## src/rtl/spm_pkg.sv

```systemverilog
// Package spm_pkg
// Shared constants and the fine-step table for the stereo peak meter.
// Assumes fractional attenuation is held in units of 1/16 dB (Q4).
package spm_pkg;

    // Number of mantissa bits used below the leading one
    localparam int MANT_BITS = 4;

    // Channel indices into per-channel arrays
    typedef enum logic {
        CH_LEFT  = 1'b0,
        CH_RIGHT = 1'b1
    } spm_chan_e;

    // Attenuation gained by mantissa 1+m/16, in Q4 dB, rounded down so that
    // the converter never reports a level louder than the true one.
    function automatic logic [6:0] fine_q4(input logic [MANT_BITS-1:0] m);
        logic [6:0] v;
        case (m)
            4'd0:  v = 7'd0;
            4'd1:  v = 7'd8;
            4'd2:  v = 7'd16;
            4'd3:  v = 7'd23;
            4'd4:  v = 7'd31;
            4'd5:  v = 7'd37;
            4'd6:  v = 7'd44;
            4'd7:  v = 7'd50;
            4'd8:  v = 7'd56;
            4'd9:  v = 7'd62;
            4'd10: v = 7'd67;
            4'd11: v = 7'd72;
            4'd12: v = 7'd77;
            4'd13: v = 7'd82;
            4'd14: v = 7'd87;
            default: v = 7'd91;
        endcase
        return v;
    endfunction

endpackage

```

## src/rtl/spm_abs_sat.sv

```systemverilog
// Module spm_abs_sat
// Turns a two's-complement sample into an unsigned magnitude one bit narrower.
// Assumes SMP_W >= 2; the most negative input saturates to the largest magnitude.
module spm_abs_sat #(
    parameter int SMP_W = 24,
    localparam int MAG_W = SMP_W - 1
) (
    input  logic [SMP_W-1:0] smp,
    output logic [MAG_W-1:0] mag
);

    logic             is_neg;
    logic             is_min;
    logic [SMP_W-1:0] negated;

    // Absolute value with saturation of the single unrepresentable case
    always_comb begin
        is_neg  = smp[SMP_W-1];
        is_min  = is_neg && (smp[MAG_W-1:0] == '0);
        negated = (~smp) + SMP_W'(1);
        if (is_min)
            mag = '1;
        else if (is_neg)
            mag = negated[MAG_W-1:0];
        else
            mag = smp[MAG_W-1:0];
    end

endmodule

```

## src/rtl/spm_peak_hold.sv

```systemverilog
// Module spm_peak_hold
// Holds the largest magnitude seen for one channel since the last clear.
// Assumes clr is a one-cycle pulse; a clear and a sample in the same cycle
// apply the clear first and then compare the sample against zero.
module spm_peak_hold #(
    parameter int MAG_W = 23
) (
    input  logic             clk,
    input  logic             rst_n,
    input  logic             en,
    input  logic             valid,
    input  logic [MAG_W-1:0] mag,
    input  logic             clr,
    output logic [MAG_W-1:0] held
);

    logic [MAG_W-1:0] base;

    // Value the comparison starts from after any pending clear
    always_comb begin
        base = clr ? '0 : held;
    end

    // Track-and-hold register with synchronous reset and disable clear
    always_ff @(posedge clk) begin
        if (!rst_n)
            held <= '0;
        else if (!en)
            held <= '0;
        else if (valid && (mag > base))
            held <= mag;
        else
            held <= base;
    end

endmodule

```

## src/rtl/spm_log_code.sv

```systemverilog
// Module spm_log_code
// Combinational linear-to-decibel converter: returns whole dB below 2^MAG_W.
// Assumes MAG_W > MANT_BITS + 1; zero and very low levels return CODE_MAX.
// Attenuation is over-estimated by at most about 0.6 dB, never under-estimated.
module spm_log_code
    import spm_pkg::*;
#(
    parameter int MAG_W  = 23,
    parameter int CODE_W = 6,
    localparam int LEAD_W   = $clog2(MAG_W),
    localparam int KW       = $clog2(MAG_W + 1),
    localparam int ATT_W    = 16,
    localparam int CODE_MAX = (1 << CODE_W) - 1
) (
    input  logic [MAG_W-1:0]  mag,
    output logic [CODE_W-1:0] code
);

    logic [LEAD_W-1:0]    lead;
    logic                 found;
    logic [KW-1:0]        octaves;
    logic [MAG_W-1:0]     norm;
    logic [MANT_BITS-1:0] mant;
    logic [ATT_W-1:0]     base_q4;
    logic [ATT_W-1:0]     att_q4;

    // Leading-one search, highest set bit wins
    always_comb begin
        lead  = '0;
        found = 1'b0;
        for (int i = 0; i < MAG_W; i++) begin
            if (mag[i]) begin
                lead  = LEAD_W'(i);
                found = 1'b1;
            end
        end
    end

    // Octave count below full scale and normalised mantissa bits
    always_comb begin
        octaves = KW'(MAG_W) - KW'(lead);
        norm    = mag << (LEAD_W'(MAG_W - 1) - lead);
        mant    = norm[MAG_W-2 -: MANT_BITS];
    end

    // Q4 attenuation: ceil of octaves*96.33 minus the floored mantissa gain
    always_comb begin
        base_q4 = ATT_W'(octaves) * ATT_W'(96)
                + ((ATT_W'(octaves) * ATT_W'(21) + ATT_W'(63)) >> 6);
        att_q4  = base_q4 - ATT_W'(fine_q4(mant));
    end

    // Whole-dB code clamped to the bottom of the range
    always_comb begin
        if (!found || (att_q4 >= ATT_W'(CODE_MAX * 16)))
            code = CODE_W'(CODE_MAX);
        else
            code = CODE_W'(att_q4 >> 4);
    end

endmodule

```

## src/rtl/stereo_peak_meter.sv

```systemverilog
// Module stereo_peak_meter (top)
// Per-channel peak hold on a stereo sample stream with a clear-on-read
// decibel readback. One converter is shared by both channels behind the
// address decode. Reads complete one cycle after the strobe.
module stereo_peak_meter
    import spm_pkg::*;
#(
    parameter int          SMP_W      = 24,
    parameter int          ADDR_W     = 4,
    parameter int          RD_W       = 10,
    parameter int          CODE_W     = 6,
    parameter logic [3:0]  LEFT_ADDR  = 4'b0011,
    parameter logic [3:0]  RIGHT_ADDR = 4'b0100,
    localparam int         MAG_W      = SMP_W - 1,
    localparam int         NUM_CH     = 2,
    localparam int         CODE_MAX   = (1 << CODE_W) - 1
) (
    input  logic              clk,
    input  logic              rst_n,
    input  logic              smp_valid,
    input  logic [SMP_W-1:0]  smp_left,
    input  logic [SMP_W-1:0]  smp_right,
    input  logic              track_en,
    input  logic [ADDR_W-1:0] rd_addr,
    input  logic              rd_strobe,
    output logic [RD_W-1:0]   rd_data
);

    logic [SMP_W-1:0]  smp_ch  [NUM_CH];
    logic [MAG_W-1:0]  mag_ch  [NUM_CH];
    logic [MAG_W-1:0]  held_ch [NUM_CH];
    logic              hit_ch  [NUM_CH];
    logic [MAG_W-1:0]  mag_l, mag_r, held_l, held_r;
    logic [MAG_W-1:0]  sel_held;
    logic [CODE_W-1:0] sel_code;
    logic              any_hit;

    // Route ports into per-channel arrays and decode the read address
    always_comb begin
        smp_ch[CH_LEFT]  = smp_left;
        smp_ch[CH_RIGHT] = smp_right;
        hit_ch[CH_LEFT]  = rd_strobe && (rd_addr == ADDR_W'(LEFT_ADDR));
        hit_ch[CH_RIGHT] = rd_strobe && (rd_addr == ADDR_W'(RIGHT_ADDR));
    end

    // One magnitude stage and one hold register per channel
    for (genvar ch = 0; ch < NUM_CH; ch++) begin : g_chan
        spm_abs_sat #(.SMP_W(SMP_W)) u_abs (
            .smp (smp_ch[ch]),
            .mag (mag_ch[ch])
        );
        spm_peak_hold #(.MAG_W(MAG_W)) u_hold (
            .clk   (clk),
            .rst_n (rst_n),
            .en    (track_en),
            .valid (smp_valid),
            .mag   (mag_ch[ch]),
            .clr   (hit_ch[ch]),
            .held  (held_ch[ch])
        );
    end

    // Named views of the channel state for the bound checker
    always_comb begin
        mag_l  = mag_ch[CH_LEFT];
        mag_r  = mag_ch[CH_RIGHT];
        held_l = held_ch[CH_LEFT];
        held_r = held_ch[CH_RIGHT];
    end

    // Pick the addressed channel ahead of the shared converter
    always_comb begin
        sel_held = hit_ch[CH_RIGHT] ? held_ch[CH_RIGHT] : held_ch[CH_LEFT];
        any_hit  = hit_ch[CH_LEFT] || hit_ch[CH_RIGHT];
    end

    spm_log_code #(.MAG_W(MAG_W), .CODE_W(CODE_W)) u_log (
        .mag  (sel_held),
        .code (sel_code)
    );

    // Readback register, updated only on a read strobe
    always_ff @(posedge clk) begin
        if (!rst_n)
            rd_data <= '0;
        else if (rd_strobe) begin
            if (!any_hit)
                rd_data <= '0;
            else if (!track_en)
                rd_data <= RD_W'(CODE_MAX);
            else
                rd_data <= RD_W'(sel_code);
        end
    end

endmodule

```

## config.mk

```make
export PLATFORM = sky130hd
export DESIGN_NAME = stereo_peak_meter
export DESIGN_NICKNAME = d
export VERILOG_FILES = /design/src/rtl/spm_pkg.sv /design/src/rtl/spm_abs_sat.sv /design/src/rtl/spm_peak_hold.sv /design/src/rtl/spm_log_code.sv /design/src/rtl/stereo_peak_meter.sv
export SDC_FILE = /design/constraint.sdc
export NUM_CORES = 1
export LEC_CHECK = 0
export CAP_MARGIN = 40
export CORE_MARGIN = 1.5
export CORE_UTILIZATION = 40
export CTS_BUF_LIST = sky130_fd_sc_hd__clkbuf_16
export CTS_CLUSTER_SIZE = 16
export DETAILED_ROUTE_END_ITERATION = 10
export DONT_BUFFER_PORTS = 1
export SYNTH_ARGS = -nofsm -noshare
export SYNTH_HDL_FRONTEND = slang
export SYNTH_HIERARCHICAL = 1
export SYNTH_SLANG_ARGS = --single-unit
```

## constraint.sdc

```tcl
create_clock -name clk -period 11.5 [get_ports clk]
set_clock_uncertainty 0.15 [all_clocks]
set_input_delay 2.3 -clock clk [delete_from_list [all_inputs] [get_ports clk]]
set_output_delay 2.3 -clock clk [all_outputs]
set_load 0.02 [all_outputs]
```

# After elaboration in Yosys (flattened, before gate mapping)
# Memory sizes are Yosys's and may differ from the RTL's.
# Index checks and enable logic that the tools add are counted.
word_totals:
  regBits: 56
  rom_bits: 112
  inputBits: 57
  elab_cells: 90
  mem_count: 1
memory_table:
  columns: ["name", "depth", "word_bits", "read_ports", "rd_ports_with_merged_regs", "wr", "line_no", "rtl"]
  rows:
  - ["(no name shown)", 16, 7, 1, 0, 0, "spm_pkg.sv:19", "case (m)"]
op_classes:
  n_addsub: 7
  multipliers: 2
  n_lt_le_gt_ge: 3
  eq_ne: 2
  shift: 1
  muxes: 57
  bitwise_logic: 2
  reduce_logical: 12
op_table:
  columns: ["cell", "n"]
  rows:
  - ["$mux W23", 9]
  - ["$mux W5", 21]
  - ["$add A23 B1 Y23 const B", 2]
  - ["$gt A23 B23 Y1", 2]
  - ["$logic_not A23 Y1", 2]
  - ["$not A23 Y23", 2]
  - ["$mux W1", 24]
  - ["$shl A23 B5 Y22", 1]
  - ["$mux W6", 3]
  - ["$ge A16 B10 Y1 const B", 1]
  - ["$sub A16 B7 Y16", 1]
  - ["$add A12 B10 Y13", 1]
  - ["$add A10 B6 Y11 const B", 1]
  - ["$mul A5 B5 Y10 const B", 1]
  - ["$sub A5 B5 Y5 const A", 2]
  - ["$mul A5 B2 Y7 const B", 1]
  - ["$logic_and A1 B1 Y1", 6]
  - ["$eq A4 B2 Y1 const B", 1]
  - ["$eq A4 B3 Y1 const B", 1]
  - ["$logic_or A1 B1 Y1", 2]
  - ["$reduce_and A2 Y1", 1]
  - ["$logic_not A1 Y1", 1]

# Depth between registers and ports, before layout
logic_depth:
  ltp_word: 35
  ltp_mapped: 42

# By module
# Netlist, hierarchy kept.
modules_own_cells:
  columns: ["module", "n_inst", "cells_each", "area_per_inst_um2", "seq_area_each_um2"]
  rows:
  - ["spm_peak_hold", 2, 185, 1710.4, 460.4]
  - ["spm_log_code", 1, 324, 2456.1, 0.0]
  - ["spm_abs_sat", 2, 97, 654.4, 0.0]
  - ["stereo_peak_meter", 1, 58, 684.4, 120.1]

# Worst setup path after synthesis
# OpenSTA, ideal clock, no wires.
synth_path:
  kind: "input port to flip-flop"
  from: "input rd_addr[1]"
  to: "register rd_data[1]"
  setup_ps: 117
  arrival_time_ps: 9839
  t_required_ps: 11233
  setup_slack_ps: 1394
  cell_stages: 39
  cell_sequence: "or3b_1 > or2_1 > buf_6 > buf_12 > mux2_4 > nor2_1 > nor3_1 > nor3_1 > nor3_1 > nor3_1 > o31ai_1 > a211oi_1 > nor3_1 > or2_2 > ha_1 > or4_1 > o31ai_2 > nor2_4 > (+3 left out) > o211ai_2 > inv_1 > ha_1 > mux2i_2 > a211o_1 > fa_1 > nor2b_1 > o21ai_0 > a21oi_1 > o21ai_0 > nand2b_1 > a21oi_1 > nor4bb_1 > mux2i_1 > a21oi_1 > o21ai_0 > nand2b_1 > a22o_1"
synth_between:
  elab_cells_between_ends: 66
  cone_classes: "5 x add/sub; 2 x mul; 1 x order compare; 2 x eq/ne; 1 x shift; 49 x mux; 5 x reduce/logical; 1 x memory"
synth_lines:
  columns: ["element", "line_no", "rtl"]
  rows:
  - ["start: declaration", "stereo_peak_meter.sv:24", "input logic [ADDR_W-1:0] rd_addr,"]
  - ["$eq A4 B3 Y1 *", "stereo_peak_meter.sv:43", "hit_ch[CH_RIGHT] = rd_strobe && (rd_addr == ADDR_W'(RIGHT_ADDR));"]
  - ["$logic_and A1 B1 Y1 *", "stereo_peak_meter.sv:43", null]
  - ["$mux W23 *", "stereo_peak_meter.sv:73", "sel_held = hit_ch[CH_RIGHT] ? held_ch[CH_RIGHT] : held_ch[CH_LEFT];"]
  - ["via sel_held[3]", "stereo_peak_meter.sv:34", "logic [MAG_W-1:0] sel_held;"]
  - ["$mux W5 (20 in series)", "spm_log_code.sv:32", "if (mag[i]) begin"]
  - ["$sub A5 B5 Y5", "spm_log_code.sv:41", "octaves = KW'(MAG_W) - KW'(lead);"]
  - ["$mul A5 B5 Y10", "spm_log_code.sv:49", "+ ((ATT_W'(octaves) * ATT_W'(21) + ATT_W'(63)) >> 6);"]
  - ["$add A10 B6 Y11", "spm_log_code.sv:49", null]
  - ["$add A12 B10 Y13", "spm_log_code.sv:49", null]
  - ["$sub A16 B7 Y16", "spm_log_code.sv:50", "att_q4 = base_q4 - ATT_W'(fine_q4(mant));"]
  - ["$ge A16 B10 Y1", "spm_log_code.sv:55", "if (!found || (att_q4 >= ATT_W'(CODE_MAX * 16)))"]
  - ["$logic_or A1 B1 Y1", "spm_log_code.sv:55", null]
  - ["$mux W6 *", "spm_log_code.sv:55", null]
  - ["via sel_code[1]", "stereo_peak_meter.sv:35", "logic [CODE_W-1:0] sel_code;"]
  - ["$mux W6 *", "stereo_peak_meter.sv:89", "else if (!track_en)"]
  - ["$mux W6 *", "stereo_peak_meter.sv:87", "if (!any_hit)"]
  - ["end signal: assignment", "stereo_peak_meter.sv:90", "rd_data <= RD_W'(CODE_MAX);"]
  - ["end signal: assignment", "stereo_peak_meter.sv:92", "rd_data <= RD_W'(sel_code);"]
  - ["end: declaration", "stereo_peak_meter.sv:26", "output logic [RD_W-1:0] rd_data"]
# Mark *: on every way through the listed nets, which the timed path passes. The rest lies on a longest branch.
# A chain may end at the register's enable or synchronous reset.

# Worst setup path after layout
layout_path:
  from: "input rd_addr[1]"
  to: "register rd_data[1]"
layout_between:
  elab_cells_between_ends: 66
  cone_classes: "5 x add/sub; 2 x mul; 1 x order compare; 2 x eq/ne; 1 x shift; 49 x mux; 5 x reduce/logical; 1 x memory"
layout_lines:
  columns: ["element", "line_no"]
  rows:
  - ["$eq A4 B3 Y1 *", "stereo_peak_meter.sv:43"]
  - ["$logic_and A1 B1 Y1 *", "stereo_peak_meter.sv:43"]
  - ["$mux W23 *", "stereo_peak_meter.sv:73"]
  - ["via sel_held[7]", "stereo_peak_meter.sv:34"]
  - ["$mux W5 (16 in series)", "spm_log_code.sv:32"]
  - ["$sub A5 B5 Y5", "spm_log_code.sv:41"]
  - ["$mul A5 B5 Y10", "spm_log_code.sv:49"]
  - ["$add A10 B6 Y11", "spm_log_code.sv:49"]
  - ["$add A12 B10 Y13", "spm_log_code.sv:49"]
  - ["$sub A16 B7 Y16", "spm_log_code.sv:50"]
  - ["$ge A16 B10 Y1", "spm_log_code.sv:55"]
  - ["$logic_or A1 B1 Y1", "spm_log_code.sv:55"]
  - ["$mux W6 *", "spm_log_code.sv:55"]
  - ["via sel_code[1]", "stereo_peak_meter.sv:35"]
  - ["$mux W6 *", "stereo_peak_meter.sv:89"]
  - ["$mux W6 *", "stereo_peak_meter.sv:87"]
# Marks and branches as above.

==> out/results.txt <==
Cells after Synth: 946
Worst Hold Depth: 3
final net count: 1,076
GRT overflow: 0
Main synth FF type: dfxtp_1
final setup margin: 0.9760 ns
Worst Setup EP: rd_data[1]$_SDFFE_PN0P_
post-detail-place hpwl: 14,890 um
io pins: 67
Slowest-stage cell, CP: or4_1
top-area cell type share of the netlist area: 13.67%
Max Cap Viol: 0
CP startpoint: rd_addr[1]
crit-path max cell delay: 0.45 ns
RSZ-0062 raised after global routing: false
arrival time at the worst endpoint: 10.58 ns
share of layout cells above drive strength 1: 12.93%
row count: 51
largest net degree at the start of global routing: 47
commonest non-fill, non-tap cells in the layout: nand2_1 (111), nand2b_1 (99), ha_1 (86)
Post-Syn Area: 7870 um2
DRT antenna net count: 0
routing usage on met3: 2.448%
CTS Sinks: 52
vias per inst: 5.388
CTS tree: built
FF-to-FF End: rd_data[1]$_SDFFE_PN0P_
synth top area cells: ha_1 (14%), dfxtp_1 (13%), mux2i_1 (9.4%)
FF-to-FF setup slack: 3.49 ns
Hold Path Class: reg -> reg
Tmin final: 10.52 ns
drt pass-1 iters: 4
met2 usage: 31.86%
Pwr Density: 168.4 nW/um2
relative slew slack: 48.28%
initial DRC count: 279
clock slew at reported path FFs: 0.08 ns
synth-to-layout area growth: 3.784%
Worst-Margin Slew: 0.7711 ns
Setup WS pre-CTS: 0.5516 ns
average cell area after synthesis: 8.319 um2
Hold Buf Count CTS: 0
gpl congestion: 0.8783
global-route wire length before repair: 30,500 um
Initial Util: 40.57%
Worst setup EP type: register
WL/cell: 15.55 um
grt peak-use layer: met2
crit path max fanout: 21
drt total wl: 18,550 um
Num CTS Buffers: 5
fin crit share: 91.51%
cell taking the most area after synthesis: ha_1
die area: 20,530 um2
initial antenna violation count: 0
routed vias: 6,428
residual DRC count: 0
Port Buf Inserts: 0
Leak: 3.376 nW
crit path kind: in -> reg
maximum VDD drop: 127.5 uV
warnings from Yosys: 6
FF-to-FF path depth: 36
final slew viol count: 0
ys async rst share: 0%
EDFF count, synth: 0
FF+latch count, synth: 52
GR met1 Demand/Resource: 24.26%
outcome: finished, final reports clean
post-synth cell types: 91
die height: 143.3 um
H-tree depth: 2
vias in the first global route: 6,069
CTS max path bufs: 2
Final TNS setup: 0 ns
CP Data Required Time: 11.55 ns
reg2reg start: g_chan[0].u_hold/held[2]$_SDFF_PN0_
Total GRT Usage: 18.51%
root buf cell: clkbuf_16
final hold vios: 0
commonest non-fill, non-tap cell in the layout: nand2_1
Core Area: 19,400 um2
Setup violations, final: 0
die width: 143.3 um
clk_lat worst skew: 0.31 ns
register area share after synthesis: 13.23%
Critical Path Start Type: input port
diodes inserted: 0
Max Freq: 95.02 MHz
[report_power, final]
| part | total [mW] | internal [mW] | switching [mW] |
|---|---|---|---|
| combinational | 1.02 | 0.457 | 0.563 |
| sequential | 0.195 | 0.188 | 0.00716 |
| clock | 0.160 | 0.0815 | 0.0784 |
| total | 1.38 | 0.727 | 0.649 |
[Yosys cell counts, drive strengths merged, types with 3 or more instances]
cell,number
nor2b,9
o21a,6
clkbuf,19
buf,20
nand3,13
nor3,27
nand4,11
or3,6
a221oi,3
and3,7
o21bai,6
a22o,6
a31oi,9
nand3b,3
nand2b,100
o31ai,13
xnor2,14
o41ai,3
xor2,16
or4,7
inv,50
mux2i,75
nand2,119
a211oi,6
a2bb2oi,3
o211a,3
o31a,4
nor4,12
fa,6
ha,86
and2,4
a21o,10
nor2,54
o21ai,43
dfxtp,52
o211ai,6
a21oi,50
or2,3
mux2,32
[worst max-delay path, delay by kind of cell]
| kind | cells | cell delay [ns] |
|---|---|---|
| and+or+nand+nor | 14 | 3.11 |
| buffers and inverters | 2 | 0.40 |
| AOI/OAI and AO/OA | 14 | 2.64 |
| muxes | 4 | 0.99 |
| adders and majority gates | 3 | 1.12 |
[state kept, by name, summed over array words and instances, names as in the netlist]
name and flops:
g_chan.u_hold/held 46, rd_data 6
[worst min path at each step]
stage,to,slack (ns),startpoint
floorplan,g_chan[0].u_hold/held[1]$_SDFF_PN0_,0.40,g_chan[0].u_hold/held[1]$_SDFF_PN0_
global placement,g_chan[0].u_hold/held[15]$_SDFF_PN0_,0.44,g_chan[0].u_hold/held[15]$_SDFF_PN0_
detailed placement,g_chan[0].u_hold/held[17]$_SDFF_PN0_,0.44,g_chan[0].u_hold/held[17]$_SDFF_PN0_
CTS,g_chan[0].u_hold/held[17]$_SDFF_PN0_,0.45,g_chan[0].u_hold/held[17]$_SDFF_PN0_
global route,g_chan[1].u_hold/held[18]$_SDFF_PN0_,0.49,g_chan[1].u_hold/held[18]$_SDFF_PN0_
finish,g_chan[1].u_hold/held[15]$_SDFF_PN0_,0.45,g_chan[1].u_hold/held[15]$_SDFF_PN0_
[what timing repair did]
action,4_1_cts,5_1_grt
setup endpoints to repair,0,2
buffers inserted,0,0
gates resized for setup,0,1
[layout make-up]
cell class	count	area, um2
repair buffers	10	115.1
inverters	50	187.7
flip-flops and latches	52	1041
multi-input cells	808	6346
well taps	265	331.6
clock buffers	5	125.1
clock inverters	3	21.27
fillers	2004	11230
[per-stage QoR]
step                      hold WS, ns  instances  instance area, um2  util, %  power [mW]
after floorplan                0.4019        949                7881        -       1.044
after global placement         0.4426       1182                7955    41.01       1.207
after detailed placement       0.4403       1185                8018    41.33       1.222
after CTS                      0.4534       1193                8164    42.09       1.389
after global routing           0.4918       1193                8168    42.11       1.540
final                          0.4500       1193                8168    42.11       1.375
[per-layer routing]
| layer | vias up | routed length (um) |
|---|---|---|
| li1 | 3339 | - |
| met1 | 2968 | 8567 |
| met2 | 102 | 9087 |
| met3 | 19 | 539 |
| met4 | 0 | 355 |
| met5 | - | 0 |
[cell families after synthesis]
family                     after synthesis  synth area share (%)
AOI/OAI and AO/OA                      190                 17.79
xor gates and xnor gates                30                 3.577
adders and majority gates               92                 15.20
buffers and inverters                   89                 6.359
DFF                                     52                 13.23
muxes                                  108                 15.45
other                                    1               0.04765
and+or+nand+nor                        384                 28.35
Note: power is estimated with default switching activity, not from simulation.
